### config.mk
export PLATFORM = sky130hd
export DESIGN_NAME = bcd_calendar
export DESIGN_NICKNAME = d
export VERILOG_FILES = /design/src/rtl/cal_pkg.sv /design/src/rtl/cal_prescaler.sv /design/src/rtl/cal_bcd_field.sv /design/src/rtl/bcd_calendar.sv
export SDC_FILE = /design/constraint.sdc
export NUM_CORES = 1
export LEC_CHECK = 0
export ABC_AREA = 1
export ABC_CLOCK_PERIOD_IN_PS = 7400
export BUFFER_PORTS_ARGS = -buffer_cell sky130_fd_sc_hd__buf_2
export CELL_PAD_IN_SITES_DETAIL_PLACEMENT = 0
export CELL_PAD_IN_SITES_GLOBAL_PLACEMENT = 1
export CORE_ASPECT_RATIO = 1.25
export CORE_MARGIN = 2
export CORE_UTILIZATION = 30
export CTS_CLUSTER_SIZE = 28
export DETAILED_ROUTE_END_ITERATION = 6
export PLACE_DENSITY = 0.63
export SLEW_MARGIN = 15
export SYNTH_ARGS = -nofsm -noshare
export SYNTH_HDL_FRONTEND = slang
export SYNTH_SLANG_ARGS = --single-unit
### constraint.sdc
create_clock -name clk -period 7.4 [get_ports clk]
set_clock_uncertainty 0.05 [all_clocks]
set_input_delay 1.11 -clock clk [delete_from_list [all_inputs] [get_ports clk]]
set_output_delay 1.11 -clock clk [all_outputs]
set_load 0.05 [all_outputs]
### src/rtl/cal_pkg.sv
`timescale 1ns/1ps
package cal_pkg;
   typedef logic [7:0] bcd8_t;

   localparam int unsigned NUM_FLD  = 7;
   localparam int unsigned FLD_BASE = 2;
   localparam int unsigned A_CTRL   = 0;
   localparam int unsigned A_SEC    = 2;
   localparam int unsigned A_MON    = 7;
   localparam int unsigned HALT_BIT = 5;
   localparam int unsigned FLAG_BIT = 7;

   // field order: sec, min, hour, day, weekday, month, year
   localparam int unsigned FLD_W   [NUM_FLD] = '{7, 7, 6, 6, 3, 5, 8};
   localparam int unsigned FLD_LOW [NUM_FLD] = '{0, 0, 0, 1, 0, 1, 0};

   function automatic bcd8_t bcd_next(bcd8_t v);
      if (v[3:0] >= 4'd9) return {v[7:4] + 4'd1, 4'd0};
      else                return {v[7:4], v[3:0] + 4'd1};
   endfunction

   function automatic logic leap_yr(bcd8_t y);
      logic [7:0] b;
      b = {4'b0, y[7:4]} * 8'd10 + {4'b0, y[3:0]};
      return b[1:0] == 2'b00;
   endfunction

   function automatic bcd8_t month_days(bcd8_t mon, bcd8_t y);
      case (mon)
         8'h02:                      return leap_yr(y) ? 8'h29 : 8'h28;
         8'h04, 8'h06, 8'h09, 8'h11: return 8'h30;
         default:                    return 8'h31;
      endcase
   endfunction
endpackage

### src/rtl/cal_prescaler.sv
`timescale 1ns/1ps
module cal_prescaler #(
   parameter int unsigned DIV = 32768
) (
   input  logic clk,
   input  logic rst_n,
   input  logic hold,
   input  logic osc_en,
   output logic tick
);
   generate
      if (DIV == 1) begin : g_pass
         assign tick = osc_en & ~hold;
      end else begin : g_cnt
         localparam int unsigned CW = $clog2(DIV);
         logic [CW-1:0] cnt_q;
         logic          last;
         assign last = (cnt_q == CW'(DIV - 1));
         always_ff @(posedge clk or negedge rst_n) begin
            if (!rst_n)      cnt_q <= '0;
            else if (hold)   cnt_q <= '0;
            else if (osc_en) cnt_q <= last ? '0 : cnt_q + 1'b1;
         end
         assign tick = osc_en & ~hold & last;
      end
   endgenerate
endmodule

### src/rtl/cal_bcd_field.sv
`timescale 1ns/1ps
module cal_bcd_field #(
   parameter int unsigned W   = 7,
   parameter int unsigned LOW = 0
) (
   input  logic         clk,
   input  logic         rst_n,
   input  logic         inc,
   input  logic         ld,
   input  logic [W-1:0] ld_val,
   input  logic [7:0]   top_val,
   output logic [W-1:0] val,
   output logic         wrap
);
   logic [7:0] nxt;
   assign nxt  = cal_pkg::bcd_next(8'(val));
   assign wrap = inc & (8'(val) >= top_val);

   always_ff @(posedge clk or negedge rst_n) begin
      if (!rst_n)   val <= W'(LOW);
      else if (ld)  val <= ld_val;
      else if (inc) val <= wrap ? W'(LOW) : nxt[W-1:0];
   end
endmodule

### src/rtl/bcd_calendar.sv
`timescale 1ns/1ps
module bcd_calendar
   import cal_pkg::*;
#(
   parameter int unsigned PRESC_DIV = 32768,
   parameter int unsigned ADDR_W    = 4,
   parameter int unsigned DATA_W    = 8
) (
   input  logic              clk,
   input  logic              rst_n,
   input  logic              osc_en,
   input  logic [ADDR_W-1:0] reg_addr,
   input  logic [DATA_W-1:0] reg_wdata,
   input  logic              reg_we,
   output logic [DATA_W-1:0] reg_rdata
);
   generate
      if (DATA_W != 8) begin : g_chk_dw
         $error("bcd_calendar: DATA_W must be 8");
      end
      if (ADDR_W < 4) begin : g_chk_aw
         $error("bcd_calendar: ADDR_W must be at least 4");
      end
      if (PRESC_DIV < 1) begin : g_chk_div
         $error("bcd_calendar: PRESC_DIV must be at least 1");
      end
   endgenerate

   logic halt_q, flag_q, cent_q, pend_q;
   logic tick, adv;
   logic [7:0] val8  [NUM_FLD];
   logic [7:0] top_v [NUM_FLD];
   logic [NUM_FLD-1:0] inc_v, wrap_v, fld_we;
   logic we_ctrl, we_sec, we_mon;

   assign we_ctrl = reg_we && (reg_addr == ADDR_W'(A_CTRL));
   assign we_sec  = reg_we && (reg_addr == ADDR_W'(A_SEC));
   assign we_mon  = reg_we && (reg_addr == ADDR_W'(A_MON));

   cal_prescaler #(.DIV(PRESC_DIV)) u_presc (
      .clk(clk), .rst_n(rst_n), .hold(halt_q), .osc_en(osc_en), .tick(tick)
   );

   // a step colliding with a write waits one cycle
   assign adv = (tick | pend_q) & ~reg_we & ~halt_q;

   always_ff @(posedge clk or negedge rst_n) begin
      if (!rst_n) begin
         halt_q <= 1'b0;
         flag_q <= 1'b1;
         cent_q <= 1'b0;
         pend_q <= 1'b0;
      end else begin
         pend_q <= (tick | pend_q) & reg_we & ~halt_q;
         if (we_ctrl) halt_q <= reg_wdata[HALT_BIT];
         if (we_sec)  flag_q <= reg_wdata[FLAG_BIT];
         if (we_mon)          cent_q <= reg_wdata[FLAG_BIT];
         else if (wrap_v[6])  cent_q <= ~cent_q;
      end
   end

   // carry chain: sec -> min -> hour -> (day, weekday); day -> month -> year
   always_comb begin
      inc_v[0] = adv;
      inc_v[1] = wrap_v[0];
      inc_v[2] = wrap_v[1];
      inc_v[3] = wrap_v[2];
      inc_v[4] = wrap_v[2];
      inc_v[5] = wrap_v[3];
      inc_v[6] = wrap_v[5];
   end

   always_comb begin
      top_v[0] = 8'h59;
      top_v[1] = 8'h59;
      top_v[2] = 8'h23;
      top_v[3] = month_days(val8[5], val8[6]);
      top_v[4] = 8'h06;
      top_v[5] = 8'h12;
      top_v[6] = 8'h99;
   end

   generate
      for (genvar i = 0; i < NUM_FLD; i++) begin : g_fld
         localparam int unsigned W = FLD_W[i];
         logic [W-1:0] fv;
         assign fld_we[i] = reg_we && (reg_addr == ADDR_W'(FLD_BASE + i));
         cal_bcd_field #(.W(W), .LOW(FLD_LOW[i])) u_fld (
            .clk(clk), .rst_n(rst_n), .inc(inc_v[i]), .ld(fld_we[i]),
            .ld_val(reg_wdata[W-1:0]), .top_val(top_v[i]),
            .val(fv), .wrap(wrap_v[i])
         );
         assign val8[i] = 8'(fv);
      end
   endgenerate

   always_comb begin
      reg_rdata = '0;
      case (reg_addr)
         ADDR_W'(A_CTRL): reg_rdata = 8'(halt_q) << HALT_BIT;
         ADDR_W'(2):      reg_rdata = val8[0] | {flag_q, 7'b0};
         ADDR_W'(3):      reg_rdata = val8[1];
         ADDR_W'(4):      reg_rdata = val8[2];
         ADDR_W'(5):      reg_rdata = val8[3];
         ADDR_W'(6):      reg_rdata = val8[4];
         ADDR_W'(7):      reg_rdata = val8[5] | {cent_q, 7'b0};
         ADDR_W'(8):      reg_rdata = val8[6];
         default:         reg_rdata = '0;
      endcase
   end
endmodule

# Yosys cells after proc, flatten, opt, wreduce, memory -nomap -nowiden
# Cells that the tools add are included.
# W data, S select, Z words.
# op_classes
add_sub_neg	15
mul	1
n_lt_le_gt_ge	14
eq_ne	13
muxes	36
bitwise	19
reduce_logical	32
# op_table
op	count
$pmux W8 S8	1
$mux W7	8
$mux W6	8
$mux W15	3
$mux W8	4
$add A4 B1 Y4 const B	7
$ge A4 B4 Y1 const B	6
$mux W5	4
$reduce_bool A2 Y1	9
$reduce_bool A3 Y1	6
$eq A4 B3 Y1 const B	4
$add A15 B1 Y15 const B	1
$eq A15 B15 Y1 const B	1
$ge A7 B7 Y1 const B	2
$and A1 B1 Y1	13
$mux W3	4
$reduce_and A2 Y1	6
$eq A5 B3 Y1 const B	2
$pmux W5 S2	1
$add A3 B1 Y3 const B	3
$eq A4 B2 Y1 const B	2
$ge A8 B8 Y1 const B	1
$logic_and A1 B1 Y1	8
$or A5 B8 Y8	1
other kinds (20)	25
# word_totals
ff_bits	61
input_bits	16
output_inout_bits	8

# Longest topological paths before layout
# depth
depth_word	15
ltp_mapped	17

# By module
# Synthesis repeated with hierarchy kept, for this count alone.
# hier_totals
cells_unflattened	864
hier_area_um2	6035.8
# modules_own_cells
mod	instances	cells_each	area_each_um2
cal_prescaler	1	119	934.6
cal_bcd_field (g_fld[6].u_fld)	1	106	794.5
bcd_calendar	1	149	792.0
cal_bcd_field (g_fld[1].u_fld)	1	100	740.7
cal_bcd_field (g_fld[0].u_fld)	1	99	733.2
cal_bcd_field (g_fld[3].u_fld)	1	88	611.8
cal_bcd_field (g_fld[2].u_fld)	1	84	591.8
cal_bcd_field (g_fld[5].u_fld)	1	78	559.3
cal_bcd_field (g_fld[4].u_fld)	1	41	277.8

# Worst setup path before layout
# Ideal clock, no wire load.
# synth_path
kind	input-to-output
startpoint	in reg_addr[3]
endpoint	out reg_rdata[3]
arrival_time_ps	2691
slack_ps	3549
stages	5
path_cell_list	inv_1 > nand2_1 > nor3_2 > inv_1 > o21ai_0
# synth_between
elab_chain_len	2
elab_cells_between_ends	9
# synth_rtl
item	line_no	text
from (decl)	bcd_calendar.sv:12	input logic [ADDR_W-1:0] reg_addr,
$eq A4 B4 Y1 (tied with other cells)	bcd_calendar.sv:99	case (reg_addr)
$pmux W8 S8 *	bcd_calendar.sv:99	
to (decl)	bcd_calendar.sv:15	output logic [DATA_W-1:0] reg_rdata
# Mark *: on every way between the ends. The rest lies on a longest branch, timed or not.

# Worst setup path after layout
# layout_path
startpoint	in reg_addr[1]
endpoint	out reg_rdata[1]
# The elaborated chain is that of the path after synthesis.

==> flow_metrics.env <==
export IMPL_status="completed"
export IMPL_peakVddDrop_mv=0.09265
export IMPL_overflow=0
export IMPL_drc=0
export IMPL_grt_pass1_vias=4185
export IMPL_critPathTopFamily="buffers and inverters"
export IMPL_h_tree_depth=3
export IMPL_synth_xor_area_share_pct=4.589
export IMPL_synth_top_family_by_area="simple AND/OR/NAND/NOR gates"
export IMPL_n_antenna_cell=0
export IMPL_yosysSeqAreaShare_pct=33.41
export IMPL_nets=701
export IMPL_setup_slack_ns=3.536
export IMPL_worstSetupPathType="input port to output port"
export IMPL_synth_area_per_cell_um2=7.376
export IMPL_clock_root_buffer="clkbuf_16"
export IMPL_wl_per_cell_um=16.38
export IMPL_max_stage_delay_ns=0.31
export IMPL_place_gp_congestion=0.8504
export IMPL_num_vias=4258
export IMPL_post_cts_resized=0
export IMPL_wl_met3_um=607
export IMPL_dp_cells=824
export IMPL_power_frac_seq_pct=36.0
export IMPL_drt_pass1_iter_count=5
export IMPL_synth_edf_count=0
export IMPL_area_growth_syn_to_layout_pct=14.04
export IMPL_muxShareOfSynthArea_pct=0
export IMPL_antenna_found_initial=0
export IMPL_worst_slew_margin_rel_pct=41.96
export IMPL_cts_setup_buffers=0
export IMPL_clk_pin_slew_ns=0.05
export IMPL_route_top_layer_used="met4"
export IMPL_numCtsBuffers=9
export IMPL_ios=24
export IMPL_grt_usage_pct=17.91
export IMPL_synth_area_leaders="dfrtp_1, nand2_1, ha_1"
export IMPL_worst_pin_slew_ns=0.8706
export IMPL_wl_met2_mm=6.928
export IMPL_viasPerCell=5.075
export IMPL_synth_fa_ha_area_share_pct=8.741
export IMPL_switching_share_pct=39.67
export IMPL_cts_hold_buf=0
export IMPL_rows=50
export IMPL_fin_crit_sh_pct=52.21
export IMPL_postRouteAntennaNets=0
export IMPL_die_w_um=114.5
export IMPL_cts_tree="yes"
export IMPL_grt_max_degree=62
export IMPL_initial_core_util_pct=30.64
export IMPL_synth_top_cell_area_share_pct=31.69
export IMPL_clockPowerShare_pct=30.3
export IMPL_crit_fanout=6
export IMPL_routed_wl_mm=13.74
export IMPL_worstPathRequired_ns=6.24
export IMPL_crit_chain="buf_2 -> nor2_1 -> inv_1 -> nor3_2 -> inv_1 -> o221ai_1 -> a211oi_1 -> o21ai_0 -> buf_2"
export IMPL_io_buffer_count=23
export IMPL_drt_first_iter_violations=396
export IMPL_drive_gt1_share_pct=11.72
export IMPL_setup_tns_ns=0
export IMPL_crit_buf_inv=4
export IMPL_combPwrFrac_pct=33.7
export IMPL_stdcell_count=839
export IMPL_async_flop_share_pct=100.0
export IMPL_ys_types=42
export IMPL_p_leak_nw=2.617
export IMPL_cp_end_kind="output port"
export IMPL_synth_nets=669
export IMPL_clockBufferDepth=2
export IMPL_yosys_warnings=0
export IMPL_yosysTopAreaCell="dfrtp_1"
export IMPL_clk_latency_ns=0.34
export IMPL_dieArea_um2=16280
export IMPL_synth_cells=621
export IMPL_p_sw_w=0.0005815
export IMPL_synthSimpleGateAreaFrac_pct=28.82
export IMPL_core_area_um2=14950
export IMPL_synth_seq_cells=61
export IMPL_synth_compound_area_share_pct=14.83
export IMPL_placed_area_um2=4920
export IMPL_maxCapViolCount=0
export IMPL_synth_ff_type="dfrtp_1"
export IMPL_max_freq_mhz=258.8
export IMPL_start_kind="input port"
export IMPL_grt_pass1_wl_mm=22.24
export IMPL_rsz0062_at_grt="false"
export IMPL_internal_power_w=0.0008845
export IMPL_power_density_nw_per_um2=280.6
export IMPL_drt_met1_wl_mm=5.827
export IMPL_cp_slowest_cell="buf_2"
export IMPL_critPathArrivalTime_ns=2.70
export IMPL_place_ws_ns=3.519
export IMPL_setup_violations=0
export IMPL_n_fill_cell=1618
export IMPL_detailed_place_hpwl_mm=10.35
export IMPL_maxSlewViolCount=0
export IMPL_synth_area_um2=4581
export IMPL_cts_sinks=61
export IMPL_die_h_um=142.2
export IMPL_min_path_type="flip-flop to flip-flop"
export IMPL_design_area_um2=5224
export IMPL_hold_violations=0
export IMPL_post_route_min_period_ns=3.864
-- kinds of logic after synthesis --
| group | after synthesis |
|---|---|
| xor+xnor | 24 |
| flops | 61 |
| simple gates | 281 |
| buf+inv | 117 |
| compound gates | 106 |
| fa+ha+maj | 32 |
-- routing by layer --
metal,vias up,GRT usage (%)
met5,-,0
met4,0,8.023
met3,25,3.024
met2,118,31.08
met1,1996,21.55
li1,2119,-
-- final cells by class --
cell class,count,area (um^2),area share [%]
Tap cell,182,227.7,4.359
Clock inverter,1,30.03,0.5749
Multi-Input combinational cell,443,2610,49.96
Timing Repair Buffer,24,122.6,2.347
Clock buffer,14,274.0,5.246
Sequential cell,61,1530,29.29
Inverter,114,429.2,8.216
-- through the flow --
step	util [%]	hold WS [ns]	power (W)
3_5_place_dp	32.90	0.4206	0.001027
3_3_place_gp	32.90	0.4157	0.001020
5_1_grt	34.94	0.4683	0.001575
2_1_floorplan	-	0.3935	0.0008732
4_1_cts	34.94	0.4278	0.001481
6_report	34.94	0.4272	0.001466
-- path summary, 6_finish.rpt --
path                            slack (ns)                endpoint             startpoint  cells past startpoint
worst max-delay path                  3.54            reg_rdata[1]            reg_addr[1]                      9
worst min-delay path                  0.43                  flag_q                 flag_q                      2
worst max register to register        4.44   g_fld[3].u_fld.val[4]  g_fld[5].u_fld.val[0]                     16
worst min register to register        0.43                  flag_q                 flag_q                      2
max in group asynchronous             5.81                  cent_q                  rst_n                      2
min in group asynchronous             0.92  u_presc.g_cnt.cnt_q[1]                  rst_n                      2
-- tightest hold or removal path, delay by kind of cell, from the launching register on --
kind / cells / cell delay [ns]
flops: 1 / 0.37
simple gates: 2 / 0.10
-- synth_stat cells, types with 3 or more instances --
cell type	n
o31ai_1	3
xor2_1	19
nand2_4	3
dfrtp_1	58
nand2_2	5
xnor2_1	5
o21ai_1	4
clkbuf_1	3
clkinv_1	6
nand3_2	4
nor2_1	43
inv_1	95
nand2_1	145
inv_2	12
o21ai_0	30
nand3_1	52
nand4_1	14
a31oi_1	5
a21oi_1	21
o221ai_1	11
ha_1	32
o22ai_1	17
nor3_1	5
dfstp_2	3
-- power groups by stage --
stage               Clock [W]  Sequential, W  Combinational (W)
finish               0.000444       0.000528           0.000494
global route         0.000469       0.000542           0.000564
CTS                  0.000455       0.000527           0.000498
detailed placement          0       0.000532           0.000496
global placement            0       0.000530           0.000490
floorplan                   0       0.000494           0.000379
-- flip-flops by register name (all words and copies together), names as in the netlist --
name	count
cent_q	1
flag_q	1
g_fld.u_fld.val	42
halt_q	1
pend_q	1
u_presc.g_cnt.cnt_q	15
-- cell usage in the layout, fill, tap and decap left out, types with 3 or more instances in the layout --
cell	instances
a31oi_1	5
nand3_2	4
o22ai_1	17
nand2_2	5
nand3_1	52
o31ai_1	3
o221ai_1	11
nor2_1	43
nand2_4	3
clkbuf_8	3
inv_2	12
clkbuf_16	9
nand2_1	145
nand4_1	14
o21ai_0	30
buf_2	23
ha_1	32
a21oi_1	21
o21ai_1	4
nor3_1	5
dfstp_2	3
xor2_1	19
xnor2_1	5
dfrtp_1	58
inv_1	95
clkinv_1	6
Note: power is estimated with default switching activity, not from simulation.
